--- config.mk ---
export PLATFORM = sky130hd
export DESIGN_NAME = hpt_walker
export DESIGN_NICKNAME = d
export VERILOG_FILES = /design/src/rtl/hpt_pkg.sv /design/src/rtl/hpt_group_addr.sv /design/src/rtl/hpt_access_check.sv /design/src/rtl/hpt_walker.sv
export SDC_FILE = /design/constraint.sdc
export NUM_CORES = 1
export LEC_CHECK = 0
export BUFFER_PORTS_ARGS = -buffer_cell sky130_fd_sc_hd__buf_2
export CORE_ASPECT_RATIO = 0.75
export CORE_MARGIN = 4
export CORE_UTILIZATION = 30
export DETAILED_ROUTE_END_ITERATION = 6
export SLEW_MARGIN = 20
export SYNTH_ARGS = -nofsm -noshare
export SYNTH_HDL_FRONTEND = slang
export SYNTH_SLANG_ARGS = --single-unit
--- constraint.sdc ---
create_clock -name clk -period 4.8 [get_ports clk]
set_input_delay 0.48 -clock clk [delete_from_list [all_inputs] [get_ports clk]]
set_output_delay 0.48 -clock clk [all_outputs]
set_load 0.1 [all_outputs]
--- src/rtl/hpt_pkg.sv ---
// Shared types and entry field positions for the hashed page table walker.
// Assumes 32-bit table words with an 8-byte entry (upper word, lower word).
package hpt_pkg;

    typedef enum logic [1:0] {
        ACC_LOAD  = 2'd0,
        ACC_STORE = 2'd1,
        ACC_FETCH = 2'd2
    } acc_e;

    typedef enum logic [1:0] {
        ST_HIT  = 2'd0,
        ST_MISS = 2'd1,
        ST_DENY = 2'd2
    } stat_e;

    typedef enum logic [2:0] {
        S_IDLE,
        S_RD_HI,
        S_RD_LO,
        S_WRBACK
    } walk_e;

    // Upper word fields
    localparam int HI_VALID = 31;
    localparam int HI_HSEL  = 6;
    // Lower word fields
    localparam int LO_REF   = 8;
    localparam int LO_CHG   = 7;

endpackage

--- src/rtl/hpt_group_addr.sv ---
// Computes the byte address of a hash group.
// Assumes: hash = segment ID XOR page index; the secondary pass uses its
// bitwise complement; the shifted hash is masked before the base is added.
module hpt_group_addr #(
    parameter int ADDR_W    = 32,
    parameter int VSID_W    = 24,
    parameter int PIDX_W    = 16,
    parameter int GRP_SHIFT = 6
) (
    input  logic [ADDR_W-1:0] base,
    input  logic [ADDR_W-1:0] mask,
    input  logic [VSID_W-1:0] vsid,
    input  logic [PIDX_W-1:0] pidx,
    input  logic              second,
    output logic [ADDR_W-1:0] grp_addr
);
    logic [ADDR_W-1:0] hash_raw;
    logic [ADDR_W-1:0] hash_sel;

    // Forms the pass-dependent hash and the masked group address.
    always_comb begin
        hash_raw = ADDR_W'(vsid) ^ ADDR_W'(pidx);
        hash_sel = second ? ~hash_raw : hash_raw;
        grp_addr = base + ((hash_sel << GRP_SHIFT) & mask);
    end
endmodule

--- src/rtl/hpt_access_check.sv ---
// Protection decode and flag update for a matched entry.
// Assumes: rights are {read, write, execute}; key selects between the two
// protection tables; the caller writes back only when need_wb is set.
module hpt_access_check
    import hpt_pkg::*;
(
    input  logic       key,
    input  logic       nx,
    input  logic [1:0] acc,
    input  logic [1:0] pp,
    input  logic       ref_in,
    input  logic       chg_in,
    output logic [2:0] rights,
    output logic       allow,
    output logic       chg_out,
    output logic       need_wb
);
    logic rd_ok, wr_ok, ex_ok, store_ok;

    // Decodes base rights from key and protection code.
    always_comb begin
        if (!key) begin
            rd_ok = 1'b1;
            wr_ok = (pp != 2'd3);
        end else begin
            rd_ok = (pp != 2'd0);
            wr_ok = (pp == 2'd2);
        end
        ex_ok = !nx;
    end

    // Judges the access and derives flag updates and reported rights.
    always_comb begin
        case (acc)
            ACC_STORE: allow = wr_ok;
            ACC_FETCH: allow = ex_ok;
            default:   allow = rd_ok;
        endcase
        store_ok = (acc == ACC_STORE) && allow;
        chg_out  = chg_in | store_ok;
        rights   = {rd_ok, wr_ok & chg_out, ex_ok};
        need_wb  = !ref_in || (chg_out && !chg_in);
    end
endmodule

--- src/rtl/hpt_walker.sv ---
// Sequential hashed page table walker.
// Scans the primary group, then the secondary group, one upper word per
// memory transaction; on a hit reads the lower word, checks protection and
// lazily writes back the referenced/changed flags. Assumes a memory port
// whose read data is valid in the cycle mem_ready is high.
module hpt_walker
    import hpt_pkg::*;
#(
    parameter int ADDR_W  = 32,
    parameter int VSID_W  = 24,
    parameter int PIDX_W  = 16,
    parameter int GROUP_N = 8,
    parameter int PG_SHIFT = 12
) (
    input  logic                    clk,
    input  logic                    rst_n,
    input  logic                    req_valid,
    input  logic [VSID_W-1:0]       req_vsid,
    input  logic [PIDX_W-1:0]       req_pidx,
    input  logic                    req_key,
    input  logic                    req_nx,
    input  logic [1:0]              req_acc,
    input  logic [ADDR_W-1:0]       tbl_base,
    input  logic [ADDR_W-1:0]       tbl_mask,
    output logic                    busy,
    output logic                    done,
    output logic [1:0]              status,
    output logic [ADDR_W-PG_SHIFT-1:0] rpn,
    output logic [2:0]              rights,
    output logic                    mem_valid,
    output logic                    mem_write,
    output logic [ADDR_W-1:0]       mem_addr,
    output logic [31:0]             mem_wdata,
    input  logic                    mem_ready,
    input  logic [31:0]             mem_rdata
);
    localparam int ENT_SHIFT = 3;
    localparam int SLOT_W    = $clog2(GROUP_N);
    localparam int GRP_SHIFT = SLOT_W + ENT_SHIFT;
    localparam int API_W     = 30 - VSID_W;
    localparam int RPN_W     = ADDR_W - PG_SHIFT;
    localparam logic [SLOT_W-1:0] LAST_SLOT = SLOT_W'(GROUP_N - 1);

    walk_e             state_q;
    logic [VSID_W-1:0] vsid_q;
    logic [PIDX_W-1:0] pidx_q;
    logic              key_q, nx_q, pass_q;
    logic [1:0]        acc_q;
    logic [SLOT_W-1:0] slot_q;
    logic [31:0]       wb_q;
    logic              done_q;
    logic [1:0]        status_q;
    logic [RPN_W-1:0]  rpn_q;
    logic [2:0]        rights_q;

    logic [ADDR_W-1:0] grp_addr, ent_addr;
    logic              hi_match;
    logic [2:0]        ck_rights;
    logic              ck_allow, ck_chg, ck_wb;
    logic              xfer;

    hpt_group_addr #(
        .ADDR_W(ADDR_W), .VSID_W(VSID_W), .PIDX_W(PIDX_W), .GRP_SHIFT(GRP_SHIFT)
    ) u_grp (
        .base(tbl_base), .mask(tbl_mask), .vsid(vsid_q), .pidx(pidx_q),
        .second(pass_q), .grp_addr(grp_addr)
    );

    hpt_access_check u_chk (
        .key(key_q), .nx(nx_q), .acc(acc_q), .pp(mem_rdata[1:0]),
        .ref_in(mem_rdata[LO_REF]), .chg_in(mem_rdata[LO_CHG]),
        .rights(ck_rights), .allow(ck_allow), .chg_out(ck_chg), .need_wb(ck_wb)
    );

    // Entry address and upper-word match against the latched request.
    always_comb begin
        ent_addr = grp_addr + ADDR_W'({slot_q, {ENT_SHIFT{1'b0}}});
        hi_match = mem_rdata[HI_VALID] && (mem_rdata[HI_HSEL] == pass_q) &&
                   (mem_rdata[30:7] == vsid_q) &&
                   (mem_rdata[5:0] == pidx_q[PIDX_W-1 -: API_W]);
    end

    // Drives the memory port from the walk state.
    always_comb begin
        mem_valid = (state_q != S_IDLE);
        mem_write = (state_q == S_WRBACK);
        mem_addr  = (state_q == S_RD_HI) ? ent_addr : ent_addr + ADDR_W'(4);
        mem_wdata = wb_q;
        xfer      = mem_valid && mem_ready;
    end

    // Walk sequencer: request capture, scan, lower read, write-back, finish.
    always_ff @(posedge clk) begin
        if (!rst_n) begin
            state_q  <= S_IDLE;
            vsid_q   <= '0;
            pidx_q   <= '0;
            key_q    <= 1'b0;
            nx_q     <= 1'b0;
            acc_q    <= 2'd0;
            pass_q   <= 1'b0;
            slot_q   <= '0;
            wb_q     <= '0;
            done_q   <= 1'b0;
            status_q <= ST_HIT;
            rpn_q    <= '0;
            rights_q <= 3'b000;
        end else begin
            done_q <= 1'b0;
            case (state_q)
                S_IDLE: begin
                    if (req_valid) begin
                        vsid_q  <= req_vsid;
                        pidx_q  <= req_pidx;
                        key_q   <= req_key;
                        nx_q    <= req_nx;
                        acc_q   <= req_acc;
                        pass_q  <= 1'b0;
                        slot_q  <= '0;
                        state_q <= S_RD_HI;
                    end
                end
                S_RD_HI: begin
                    if (xfer) begin
                        if (hi_match) begin
                            state_q <= S_RD_LO;
                        end else if (slot_q != LAST_SLOT) begin
                            slot_q <= slot_q + 1'b1;
                        end else if (!pass_q) begin
                            pass_q <= 1'b1;
                            slot_q <= '0;
                        end else begin
                            status_q <= ST_MISS;
                            rights_q <= 3'b000;
                            rpn_q    <= '0;
                            done_q   <= 1'b1;
                            state_q  <= S_IDLE;
                        end
                    end
                end
                S_RD_LO: begin
                    if (xfer) begin
                        rpn_q    <= mem_rdata[31 -: RPN_W];
                        rights_q <= ck_rights;
                        status_q <= ck_allow ? ST_HIT : ST_DENY;
                        wb_q     <= {mem_rdata[31:LO_REF+1], 1'b1, ck_chg, mem_rdata[LO_CHG-1:0]};
                        if (ck_wb) begin
                            state_q <= S_WRBACK;
                        end else begin
                            done_q  <= 1'b1;
                            state_q <= S_IDLE;
                        end
                    end
                end
                S_WRBACK: begin
                    if (xfer) begin
                        done_q  <= 1'b1;
                        state_q <= S_IDLE;
                    end
                end
                default: state_q <= S_IDLE;
            endcase
        end
    end

    assign busy   = (state_q != S_IDLE);
    assign done   = done_q;
    assign status = status_q;
    assign rpn    = rpn_q;
    assign rights = rights_q;

    // a pending memory request holds its address and direction.
    assert_mem_hold_R9: assert property (@(posedge clk) disable iff (!rst_n)
        (mem_valid && !mem_ready) |=> (mem_valid && $stable(mem_addr) && $stable(mem_write)));

    // completion is a single-cycle pulse.
    assert_done_pulse_R10: assert property (@(posedge clk) disable iff (!rst_n)
        done |=> !done);

    // completion is reported with the walker idle.
    assert_done_idle_R10: assert property (@(posedge clk) disable iff (!rst_n)
        done |-> !busy);

    // every written-back lower word carries the referenced flag.
    assert_wb_ref_R7: assert property (@(posedge clk) disable iff (!rst_n)
        (mem_valid && mem_write) |-> mem_wdata[LO_REF]);

    // a miss grants no rights.
    assert_miss_norights_R3: assert property (@(posedge clk) disable iff (!rst_n)
        (done && status == ST_MISS) |-> (rights == 3'b000));

    // a write-back is only ever issued to a lower word (+4 within the entry).
    assert_wb_lower_R8: assert property (@(posedge clk) disable iff (!rst_n)
        (mem_valid && mem_write) |-> (mem_addr[2:0] == 3'd4));
endmodule

Yosys cells after proc, flatten, opt, wreduce, memory -nomap -nowiden. Index checks and enable logic that the tools add are counted.

Output and inout bits: 93. Flip-flop bits (word level): 109. Word-level logic and storage cells: 114. Input bits: 144.

Eq/ne operators: 21. Muxes and demuxes: 50. $add $sub $neg: 4. Bitwise gates (word level): 5. Reduce and logical (&&, ||, !) cells: 21.

Operator list (number): 20-bit 2-to-1 mux (5); 3-bit 2-to-1 mux (15); 20-bit case mux with 2 select lines (1); 32-bit by 3-bit adder with 32-bit output, second input constant (1); 32-bit adder (1); 32-bit by 6-bit adder with 32-bit output (1); 32-bit bitwise AND (1); 32-bit 2-to-1 mux (1); 26-bit 2-to-1 mux (1); 26-bit inverter (1); 24-bit == test (1); 24-bit by 16-bit XOR with 24-bit output (1); 2-bit 2-to-1 mux (7); 2-bit inequality test, second input constant (7); 1-bit 2-to-1 mux (13); 3-bit case mux with 2 select lines (2); 3-bit case mux with 4 select lines (1); 6-bit AND reduction (2); 5-bit AND reduction (2); 3-bit inequality test, second input constant (3); 3-bit by 2-bit == test with 1-bit output, second input constant (2); 6-bit == test (1); 1-bit logical AND (6); 2-bit nonzero test (3); 17 further kinds (22).

Longest topological paths before layout. Gate-level depths: netlist of the first run.

Depth in word-level cells: 10. Mapped depth: 16. Gate-level depth less buffers: 13.

Cells and area by module. From an unflattened synthesis of the first run, not the netlist that was laid out.

Cells, all modules: 1027. Area total of the unflattened synthesis: 8102.8 sq um.

Modules (own cells, without submodules): hpt_walker (cells each 753, times used 1, sequential area each 2162.1 sq um, area an instance 6052.1 sq um); hpt_group_addr (cells each 254, times used 1, sequential area each 0.0 sq um, area an instance 1898.1 sq um); hpt_access_check (cells each 20, times used 1, sequential area each 0.0 sq um, area an instance 152.6 sq um).

Least setup slack after synthesis of the first run. OpenSTA, ideal clock, no wires.

Path type: register to output. Start point: register pass_q. End point: output mem_addr[23]. Data required time: 4.320 ns. Path buffers: 4. Stages on the path, launching flop included: 16. Setup slack: -1.135 ns. Arrival time: 5.455 ns. Cell sequence: dfxtp_1 clkbuf_1 buf_1 xnor2_1 and2_1 ha_1 buf_6 a21o_1 o21bai_4 mux2_4 a311o_1 or3_4 or4_4 buf_6 nor4_4 xor2_1.

Cells in the longest elaborated chain, start to end: 6.

RTL lines: start: declaration (RTL line hpt_walker.sv:47) `logic key_q, nx_q, pass_q;`; start signal: assignment (RTL line hpt_walker.sv:101) `pass_q <= 1'b0;`; start signal: assignment (RTL line hpt_walker.sv:118) `pass_q <= 1'b0;`; start signal: assignment (RTL line hpt_walker.sv:130) `pass_q <= 1'b1;`; 26-bit 2-to-1 mux * (RTL line hpt_group_addr.sv:23) `hash_sel = second ? ~hash_raw : hash_raw;`; 32-bit bitwise AND * (RTL line hpt_group_addr.sv:24) `grp_addr = base + ((hash_sel << GRP_SHIFT) & mask);`; 32-bit adder * (RTL line hpt_group_addr.sv:24); 32-bit by 6-bit adder with 32-bit output * (RTL line hpt_walker.sv:77) `ent_addr = grp_addr + ADDR_W'({slot_q, {ENT_SHIFT{1'b0}}});`; 32-bit by 3-bit adder with 32-bit output (RTL line hpt_walker.sv:87) `mem_addr = (state_q == S_RD_HI) ? ent_addr : ent_addr + ADDR_W'(4);`; 32-bit 2-to-1 mux * (RTL line hpt_walker.sv:87); end: declaration (RTL line hpt_walker.sv:32) `output logic [ADDR_W-1:0] mem_addr,`.

Every way passes the cells marked *; elsewhere a longest branch is shown, timed or not.

Final worst setup path of the first run.
Start point: register pass_q. End point: output mem_addr[29].

The elaborated chain is that of the path after synthesis.

==> flow_metrics.env, run 1 <==
export IMPL_setup_worst_path_start_class="flip-flop"
export IMPL_num_vias=7301
export IMPL_htreeDepth=3
export IMPL_grt_remaining_overflow=0
export IMPL_hold_start="req_pidx[10]"
export IMPL_tightest_slew_ps=1040
export IMPL_slew_limit_headroom_pct=30.9
export IMPL_tns_ps=0
export IMPL_drv_slew=0
export IMPL_path_clk_slew_ps=80
export IMPL_reg2reg_depth=8
export IMPL_worstSkewPairLatency_ps=350
export IMPL_drt_wirelength_per_cell_microns=16.9
export IMPL_syn_to_final_growth_pct=38.6
export IMPL_synth_warnings=0
export IMPL_antenna_found_initial=4
export IMPL_core_area_sq_um=24900
export IMPL_crit_arrival_ps=4180
export IMPL_yosys_area_share_simple_pct=24.8
export IMPL_rows=50
export IMPL_cp_cell_sequence="buf_12 -> xnor2_2 -> and2_4 -> ha_4 -> and2_2 -> a221oi_4 -> a21boi_4 -> o21ai_0 -> nand3_2 -> or3_4 -> or4_4 -> buf_6 -> nor3_4 -> xnor2_2 -> buf_12"
export IMPL_worstReg2RegStart="pass_q$_SDFFE_PN0P_"
export IMPL_cts_path_max_buffers=2
export IMPL_seqCellArea_sq_um=2180
export IMPL_crit_path_end_kind="output port"
export IMPL_synth_top_family_by_area="simple AND/OR/NAND/NOR gates"
export IMPL_grt_pass1_wl_microns=38600
export IMPL_worst_slack_ps=142
export IMPL_rsz0062_at_grt="yes"
export IMPL_max_stage_delay_ps=620
export IMPL_nNetsFinal=1349
export IMPL_wirelength_microns=25600
export IMPL_fillers=2583
export IMPL_fin_skew_ps=8.27
export IMPL_cp_slowest_cell="or4_4"
export IMPL_path_max_fanout=7
export IMPL_max_freq_ghz=0.215
export IMPL_hold_violations=0
export IMPL_crit_family="simple AND/OR/NAND/NOR gates"
export IMPL_multiInputGateArea_sq_um=5670
export IMPL_cts_root_buf="clkbuf_16"
export IMPL_crit_cells=15
export IMPL_place_hpwl_microns=19900
export IMPL_syn_nets=1125
export IMPL_timing_hold_ws_ps=365
export IMPL_drive_gt1_share_pct=33.4
export IMPL_ir_drop_uv=477
export IMPL_syn_area_sq_um=7560
export IMPL_drt_pass1_iter_count=5
export IMPL_io_pins=237
export IMPL_synth_cell_types=72
export IMPL_yosysSeqAreaShare_pct=28.6
export IMPL_timing_final_crit_period_ps=4660
export IMPL_drc=0
export IMPL_max_cap_violations=0
export IMPL_hold_path_class="in2reg"
export IMPL_initial_core_util_pct=30.4
export IMPL_synth_compound_area_share_pct=21.4
export IMPL_io_buffers=226
export IMPL_cts_sinks=108
export IMPL_syn_inst=943
export IMPL_critPathBufInv=3
export IMPL_drtAntennaViolNets=0
export IMPL_fin_crit_sh_pct=97.0
export IMPL_critical_path_class="reg2out"
export IMPL_cts_made_buffers=9
export IMPL_muxShareOfSynthArea_pct=1.41
export IMPL_synth_seq_cells=108
export IMPL_avgSynthCellArea_sq_um=8.02
export IMPL_viasPerCell=4.84
export IMPL_dieArea_sq_um=27800
export IMPL_grt_pass1_vias=6877
export IMPL_place_congestion=0.870
export IMPL_cellPowerDensity_nw_per_um2=337
export IMPL_required_ps=4320
export IMPL_synthArstFlopShare_pct=0
export IMPL_synth_fa_ha_area_share_pct=6.39
export IMPL_top_usage_layer="met2"
export IMPL_grt_usage_pct=17.4
export IMPL_grt_max_degree=57
export IMPL_die_h_microns=145
export IMPL_leakage_nw=4.27
export IMPL_critical_path_startpoint="pass_q$_SDFFE_PN0P_"
export IMPL_finalPower_mw=3.53
export IMPL_place_ws_ps=115
export IMPL_use_met3_pct=3.57
export IMPL_synth_edf_count=0
export IMPL_cts_tree="done"
export IMPL_drt_initial_drc_count=360
export IMPL_synth_xor_area_share_pct=13.4
export IMPL_status="finished clean"
export IMPL_holdPathStages=3
export IMPL_met1_usage_pct=26.2
export IMPL_use_met2_pct=26.6
export IMPL_die_w_microns=191
export IMPL_synth_main_ff_cell="dfxtp_1"
export IMPL_final_setup_viol_count=0
## what timing repair did
item                                   4_1_cts  5_1_grt
gates resized for setup                     43       41
setup endpoints to repair                   10       11
pin swaps                                   12       17
cloned                                       1        1
setup buffers                               11        6
hold buffers                                 0        0
endpoints found under the hold margin        0        0
## metrics by stage
step | area, sq um | std cells | utilization (%)
after global routing | 10500 | 1510 | 42.1
after CTS | 10200 | 1502 | 41.0
final | 10500 | 1510 | 42.1
after floorplan | 7740 | 943 | -
after global placement | 9580 | 1475 | 38.5
after detailed placement | 9580 | 1475 | 38.5
## area by class of cell
type,instances,area share (%)
Antenna cell,1,0.0239
Clock buffer,10,2.28
Clock inverter,5,0.573
Inverter,16,0.573
Multi-Input combinational cell,762,54.1
Sequential cell,108,20.8
Tap cell,338,4.03
Timing Repair Buffer,270,17.7
## synthesized netlist by cell type (4+ instances only)
cell      number  area share [%]
a22oi_1       25             2.5
nor3_1        14            0.93
nand4_1       18             1.5
inv_1         16            0.79
o21a_1         8            0.79
a31oi_1        5            0.41
o211ai_1       4            0.40
buf_2          5            0.33
nor2b_1       32             2.6
xnor2_1       97              11
dfxtp_1      108              29
or3_1          6            0.50
mux2i_1        8             1.1
a21boi_0      79             7.8
nand2b_1       5            0.41
nand2_1      186             9.2
a211oi_1       7            0.70
o22ai_1        4            0.33
nor2_1        28             1.4
a21o_1        12             1.2
nand3_1       14            0.93
o21ai_0       18             1.2
and3_1        10            0.83
buf_1          4            0.20
ha_1          37             6.1
a21oi_1       29             1.9
xor2_1        19             2.2
clkbuf_1      43             2.1
nor4_1         4            0.33
and2_1        32             2.6
## sequential cells by signal, indices dropped and copies added (netlist names)
name       count
mem_wdata     32
done           1
slot_q         3
status         2
state_q        2
pass_q         1
nx_q           1
rpn           20
acc_q          2
vsid_q        24
pidx_q        16
rights         3
key_q          1
## path summary, 6_finish.rpt
check                                     to  slack, ps
hold / removal       pidx_q[10]$_SDFFE_PN0P_        370
hold reg to reg   mem_wdata[22]$_SDFFE_PN0P_        460
setup reg to reg      rights[1]$_SDFFE_PN0P_       1420
setup / recovery                mem_addr[29]        140
## cell families (layout without fill, tap and decap cells)
family,Yosys count,in the layout
flip-flops,108,108
multiplexers,10,10
AO/OA/AOI/OAI,224,224
adder cells (fa/ha/maj),38,38
XOR/XNOR,116,116
other,0,1
buffers and inverters,73,301
AND/OR/NAND/NOR,374,374
## per-layer routing
| layer | routed length, microns | vias to the layer above | share of wire [%] |
|---|---|---|---|
| met5 | 38 | - | 0.15 |
| met4 | 97 | 6 | 0.38 |
| met3 | 1380 | 14 | 5.4 |
| met2 | 11200 | 192 | 44 |
| met1 | 12900 | 3386 | 50 |
| li1 | - | 3703 | - |
## cells in the final DEF, fill, tap and decap left out, types with 8 or more instances in the layout
cell	netlist	routed
a21boi_0	79	79
a21o_1	12	12
a21oi_1	29	25
a22oi_1	25	23
and2_1	32	29
and3_1	10	9
buf_12	0	23
buf_2	5	204
buf_4	3	40
clkbuf_16	0	10
dfxtp_1	108	96
dfxtp_2	0	11
ha_1	37	24
ha_4	0	10
inv_1	16	16
mux2i_1	8	8
nand2_1	186	184
nand3_1	14	12
nand4_1	18	18
nor2_1	28	24
nor2b_1	32	32
nor3_1	14	14
o21a_1	8	8
o21ai_0	18	16
xnor2_1	97	73
xnor2_2	0	23
xor2_1	19	14
## power breakdown
part	leakage [nW]	internal, mW	switching [mW]
combinational	3.24	0.664	1.11
sequential	0.882	0.942	0.0502
clock	0.145	0.420	0.347
total	4.27	2.03	1.51
## tightest hold or removal path, cell delays in order
cell,delay (ps)
buf_2,90
nand2_1,40
a21boi_0,60
(Power assumes the default switching activity.)
==> inputs of run 2 (changes only) <==
--- a/config.mk
+++ b/config.mk
@@ -5,6 +5,7 @@
 export SDC_FILE = /design/constraint.sdc
 export NUM_CORES = 1
 export LEC_CHECK = 0
+export ABC_AREA = 1
 export BUFFER_PORTS_ARGS = -buffer_cell sky130_fd_sc_hd__buf_2
 export CORE_ASPECT_RATIO = 0.75
 export CORE_MARGIN = 4
==> constraint.sdc (replaced) <==
create_clock -name clk -period 4.7 [get_ports clk]
set_input_delay 0.47 -clock clk [delete_from_list [all_inputs] [get_ports clk]]
set_output_delay 0.47 -clock clk [all_outputs]
set_load 0.1 [all_outputs]
==> flow_metrics.env, run 2 <==
export IMPL_seqCellArea_sq_um=2160
export IMPL_synth_common_cells="356 x nand2_1, 170 x inv_1, 145 x nor2_1, 110 x a21oi_1, 108 x dfxtp_1"
export IMPL_drtAntennaViolNets=0
export IMPL_antenna_found_initial=3
export IMPL_fin_crit_sh_pct=91.4
export IMPL_crit_arrival_ps=3830
export IMPL_syn_to_final_growth_pct=21.5
export IMPL_critical_path_class="reg2out"
export IMPL_largest_register_ff_count=32
export IMPL_grt_usage_pct=19.3
export IMPL_slew_limit_headroom_pct=41.4
export IMPL_endpoint="mem_addr[27]"
export IMPL_netlist_top_cells_area="dfxtp_1 26%, nand2_1 16%, inv_1 7.7%"
export IMPL_hold_violations=0
export IMPL_critical_path_startpoint="pass_q$_SDFFE_PN0P_"
export IMPL_fillers=3064
export IMPL_layout_cells_most_common_list="355 x nand2_1, 226 x buf_2, 170 x inv_1"
export IMPL_path_clk_slew_ps=80
export IMPL_cts_hold_buf=0
export IMPL_grt_pass1_vias=8221
export IMPL_tightest_slew_ps=879
export IMPL_n_antenna_cell=0
export IMPL_syn_inst=1345
export IMPL_wirelength_microns=30500
export IMPL_die_h_microns=152
export IMPL_cts_tree="done"
export IMPL_crit_path_end_kind="output port"
export IMPL_place_congestion=0.892
export IMPL_crit_cells=20
export IMPL_die_w_microns=200
export IMPL_yosysMostFrequentCell="nand2_1"
export IMPL_cp_slowest_cell="buf_2"
export IMPL_yosysSeqAreaShare_pct=26.2
export IMPL_cp_cell_sequence="buf_4 -> xor2_1 -> nor2_1 -> ha_1 -> nand2_1 -> nand2_1 -> inv_1 -> nand2_1 -> nand2_1 -> nand3_1 -> nand2_1 -> nand2_1 -> nand2_1 -> nand2_1 -> nor2_2 -> nand2_1 -> nor2_2 -> nand3_1 -> nand2_1 -> buf_2"
export IMPL_multiInputGateArea_sq_um=5210
export IMPL_place_hpwl_microns=25200
export IMPL_path_max_fanout=23
export IMPL_fin_area_sq_um=10000
export IMPL_worstReg2RegStart="vsid_q[18]$_SDFFE_PN0P_"
export IMPL_io_buffers=226
export IMPL_synth_cell_types=40
export IMPL_rsz0062_at_grt="no"
export IMPL_reg2reg_to="rpn[17]$_SDFFE_PN0P_"
export IMPL_synth_edf_count=0
export IMPL_avgSynthCellArea_sq_um=6.14
export IMPL_io_pins=237
export IMPL_mostFrequentLayoutCell="nand2_1"
export IMPL_crit_family="simple AND/OR/NAND/NOR gates"
export IMPL_cts_setup_buffers=0
export IMPL_max_stage_delay_ps=430
export IMPL_num_vias=9063
export IMPL_initial_core_util_pct=30.5
export IMPL_finalPower_mw=4.33
export IMPL_rows=52
export IMPL_reg2reg_slack_ps=2130
export IMPL_htreeDepth=3
export IMPL_synth_warnings=0
export IMPL_dieArea_sq_um=30300
export IMPL_syn_nets=1527
export IMPL_critPathBufInv=3
export IMPL_synth_seq_cells=108
export IMPL_max_freq_ghz=0.233
export IMPL_fin_skew_ps=11.4
export IMPL_status="finished clean"
export IMPL_cellPowerDensity_nw_per_um2=432
export IMPL_syn_area_sq_um=8250
export IMPL_cts_root_buf="clkbuf_16"
export IMPL_final_setup_viol_count=0
export IMPL_max_cap_violations=0
export IMPL_cts_made_buffers=9
export IMPL_reg2reg_depth=9
export IMPL_synth_top_cell_area_share_pct=26.2
export IMPL_grt_max_degree=63
export IMPL_viasPerCell=4.76
export IMPL_drive_gt1_share_pct=20.7
export IMPL_hold_path_class="in2reg"
export IMPL_grt_pass1_wl_microns=46000
export IMPL_timing_final_crit_period_ps=4300
export IMPL_dpl_cell_area_sq_um=9720
export IMPL_leakage_nw=5.07
export IMPL_synth_main_ff_cell="dfxtp_1"
export IMPL_cp_common_cell="nand2_1"
export IMPL_setup_worst_path_start_class="flip-flop"
export IMPL_post_cts_resized=0
export IMPL_nNetsFinal=1729
export IMPL_worstSkewPairLatency_ps=360
export IMPL_ir_drop_uv=768
export IMPL_grt_remaining_overflow=0
export IMPL_synthArstFlopShare_pct=0
export IMPL_cts_path_max_buffers=2
export IMPL_required_ps=4230
export IMPL_drv_slew=0
export IMPL_drt_wirelength_per_cell_microns=16.0
export IMPL_synth_top_area_cell="dfxtp_1"
export IMPL_tns_ps=0
export IMPL_drt_pass1_iter_count=5
export IMPL_drc=0
export IMPL_drt_initial_drc_count=817
export IMPL_core_area_sq_um=27100
export IMPL_cts_sinks=108
-- run 2: changes by cell type in the layout (fill, tap and decap cells not counted), moves of 29 or more --
cell | before | now
nand2_1 | 184 | 355
inv_1 | 16 | 170
nor2_1 | 24 | 144
a21oi_1 | 25 | 110
a21boi_0 | 79 | 1
nand3_1 | 12 | 86
o21ai_0 | 16 | 72
xnor2_1 | 73 | 22
nor2b_1 | 32 | 0
buf_4 | 40 | 11
-- run 2: kinds of logic (layout without fill, tap and decap cells) --
family	after synthesis	count (layout)	share of synthesized area [%]
adders and majority gates	38	38	5.85
and+or+nand+nor	709	709	38.5
DFF	108	108	26.2
buffers and inverters	233	440	10.9
xor gates and xnor gates	56	56	5.94
AOI/OAI and AO/OA	201	201	12.6
-- run 2: area by class of cell --
type | instances | area share (%)
multi-input combinational | 1004 | 52.0
sequential | 108 | 21.6
clock inverter | 6 | 0.699
tap | 351 | 4.38
timing repair buffer | 237 | 12.1
inverter | 187 | 7.01
clock buffer | 10 | 2.28
-- run 2: through the flow --
| step | hold WS [ps] | worst slack, ps | util (%) | cells |
|---|---|---|---|---|
| 6_report | 368 | 402 | 37.1 | 1903 |
| 5_1_grt | 393 | 45.2 | 37.1 | 1903 |
| 4_1_cts | 358 | 412 | 37.0 | 1903 |
| 3_5_place_dp | 451 | 807 | 35.9 | 1887 |
| 3_3_place_gp | 443 | 862 | 35.9 | 1887 |
| 2_1_floorplan | 431 | 393 | - | 1345 |
-- run 2: power breakdown --
group	internal (mW)	total, mW	switching [mW]	leakage [nW]
Clock	0.421	0.797	0.376	0.148
Combinational	0.587	2.46	1.87	4.04
Sequential	0.994	1.08	0.0815	0.881
-- run 2: worst min-delay path by stage --
stage                                     end  depth (start not counted)                 startpoint
floorplan                  key_q$_SDFFE_PN0P_                          2         key_q$_SDFFE_PN0P_
global placement    mem_wdata[8]$_SDFFE_PN0P_                          2  mem_wdata[8]$_SDFFE_PN0P_
detailed placement  mem_wdata[2]$_SDFFE_PN0P_                          2  mem_wdata[2]$_SDFFE_PN0P_
CTS                    vsid_q[4]$_SDFFE_PN0P_                          3                req_vsid[4]
global route           pidx_q[7]$_SDFFE_PN0P_                          3                req_pidx[7]
finish                 pidx_q[0]$_SDFFE_PN0P_                          3                req_pidx[0]
-- run 2: worst register-to-register path, cell delays in order, from the launching register on --
cell,delay (ps)
dfxtp_1,350
xnor2_1,360
nand2_1,90
nor3_1,240
nand4_1,170
nor2_2,180
nand2_2,400
nand3b_4,460
nand2_1,100
a21oi_1,140
-- run 2: routing by layer --
layer | vias up | track usage, % | part of all wire, %
li1 | 4692 | - | -
met1 | 4034 | 31.4 | 53
met2 | 307 | 25.8 | 39
met3 | 24 | 4.35 | 7.5
met4 | 6 | 2.55 | 0.78
met5 | - | 0 | 0.11
==> inputs of run 3 (changes only) <==
==> constraint.sdc (replaced) <==
create_clock -name clk -period 4.7 [get_ports clk]
set_input_delay 0.94 -clock clk [delete_from_list [all_inputs] [get_ports clk]]
set_output_delay 0.94 -clock clk [all_outputs]
set_load 0.1 [all_outputs]
==> flow_metrics.env, run 3 (synthesis gave the netlist of run 2 again) <==
export IMPL_place_hpwl_microns=25500
export IMPL_hold_path_class="reg2reg"
export IMPL_fin_skew_ps=11.6
export IMPL_rows=52
export IMPL_drv_slew=0
export IMPL_seqCellArea_sq_um=2160
export IMPL_finalCoreUtilization_pct=38.6
export IMPL_slew_limit_headroom_pct=53.8
export IMPL_crit_arrival_ps=3540
export IMPL_wirelength_microns=31400
export IMPL_hold_violations=0
export IMPL_max_cap_violations=0
export IMPL_cp_slowest_cell="dfxtp_1"
export IMPL_grt_max_degree=63
export IMPL_initial_core_util_pct=30.5
export IMPL_path_max_fanout=19
export IMPL_drt_pass1_iter_count=5
export IMPL_fin_crit_sh_pct=95.3
export IMPL_drc=0
export IMPL_final_cells=1903
export IMPL_post_place_cells=1886
export IMPL_num_vias=9155
export IMPL_die_w_microns=200
export IMPL_cts_path_max_buffers=2
export IMPL_place_congestion=0.887
export IMPL_ir_drop_uv=484
export IMPL_layout_cells_most_common_list="354 x nand2_1, 204 x buf_2, 170 x inv_1"
export IMPL_final_setup_viol_count=0
export IMPL_path_clk_slew_ps=80
export IMPL_cellPowerDensity_nw_per_um2=442
export IMPL_mostFrequentLayoutCell="nand2_1"
export IMPL_dieArea_sq_um=30300
export IMPL_cts_sinks=108
export IMPL_htreeDepth=3
export IMPL_grt_remaining_overflow=0
export IMPL_required_ps=3760
export IMPL_cts_root_buf="clkbuf_16"
export IMPL_grt_usage_pct=19.6
export IMPL_status="finished clean"
export IMPL_cts_made_buffers=9
export IMPL_largest_register_ff_count=32
export IMPL_grt_pass1_vias=8135
export IMPL_setup_worst_path_start_class="flip-flop"
export IMPL_drt_initial_drc_count=757
export IMPL_cp_cell_sequence="buf_12 -> xor2_1 -> nor2_1 -> ha_1 -> nand2_2 -> inv_2 -> nand2_1 -> nand2_1 -> a21oi_1 -> nand2_2 -> nand2_1 -> nand2_1 -> nand2_1 -> nand2_1 -> nor2_2 -> nand2_2 -> nor2_2 -> nand3_1 -> nand2_1 -> buf_12"
export IMPL_syn_to_final_growth_pct=26.6
export IMPL_max_freq_ghz=0.223
export IMPL_timing_final_crit_period_ps=4480
export IMPL_critical_path_class="reg2out"
export IMPL_antenna_found_initial=0
export IMPL_fin_area_sq_um=10500
export IMPL_nNetsFinal=1728
export IMPL_max_stage_delay_ps=380
export IMPL_leakage_nw=5.22
export IMPL_viasPerCell=4.81
export IMPL_cts_tree="done"
export IMPL_tightest_slew_ps=694
export IMPL_drive_gt1_share_pct=21.7
export IMPL_die_h_microns=152
export IMPL_core_area_sq_um=27100
export IMPL_crit_path_end_kind="output port"
export IMPL_cp_common_cell="nand2_1"
export IMPL_worstSkewPairLatency_ps=360
export IMPL_grt_pass1_wl_microns=46600
export IMPL_drtAntennaViolNets=0
export IMPL_rsz0062_at_grt="yes"
export IMPL_cts_hold_buf=0
export IMPL_io_buffers=226
export IMPL_multiInputGateArea_sq_um=5270
export IMPL_dpl_cell_area_sq_um=10100
export IMPL_io_pins=237
export IMPL_fillers=2948
export IMPL_drt_wirelength_per_cell_microns=16.5
[run 3: per-layer routing]
layer  GRT usage, %  up-vias  share of wire [%]
met2           26.5      297                 40
met1           32.5     4137                 53
met5              0        -                  0
met4           2.78        0                1.0
li1               -     4697                  -
met3           3.07       24                6.3
[run 3: final timing paths]
path / from / to / slack, ps / cells past startpoint
min: mem_wdata[8]$_SDFFE_PN0P_ / mem_wdata[8]$_SDFFE_PN0P_ / 460 / 2
min reg2reg: mem_wdata[8]$_SDFFE_PN0P_ / mem_wdata[8]$_SDFFE_PN0P_ / 460 / 2
max reg2reg: vsid_q[18]$_SDFFE_PN0P_ / rpn[3]$_SDFFE_PN0P_ / 1950 / 9
max: pass_q$_SDFFE_PN0P_ / mem_addr[31] / 220 / 20
[run 3: cell type report]
cell class / count / share of cell area (%)
multi-input combinational: 1004 / 50.5
clock buffer: 10 / 2.29
clock inverter: 6 / 0.754
tap: 351 / 4.20
inverter: 187 / 6.74
sequential: 108 / 20.7
antenna: 1 / 0.0239
timing repair buffer: 236 / 14.8
[run 3: repair_timing]
item	4_1_cts	5_1_grt
setup buffers	0	0
resized for setup	0	16
setup endpoints to repair	0	13
hold endpoints to repair	0	0
[run 3: power by group]
group,leakage (nW),total [mW],internal (mW),switching [mW]
combinational,4.18,2.71,0.784,1.93
sequential,0.882,1.08,0.995,0.0900
clock,0.157,0.826,0.440,0.386
[run 3: critical path: cells and delay by family (launching register included)]
| kind | cells | cell delay [ps] |
|---|---|---|
| DFF | 1 | 380 |
| buffers and inverters | 3 | 420 |
| and+or+nand+nor | 14 | 1470 |
| xor gates and xnor gates | 1 | 260 |
| AOI/OAI and AO/OA | 1 | 240 |
| adders and majority gates | 1 | 370 |
[run 3: per-stage QoR]
step	setup WS, ps	total power [mW]	hold WS, ps	TNS (ps)
after floorplan	6.33	3.00	431	0
after global placement	269	3.78	438	0
after detailed placement	245	3.79	442	0
after CTS	115	4.63	455	0
after global routing	-21.2	4.90	465	-21.2
final	220	4.62	456	0
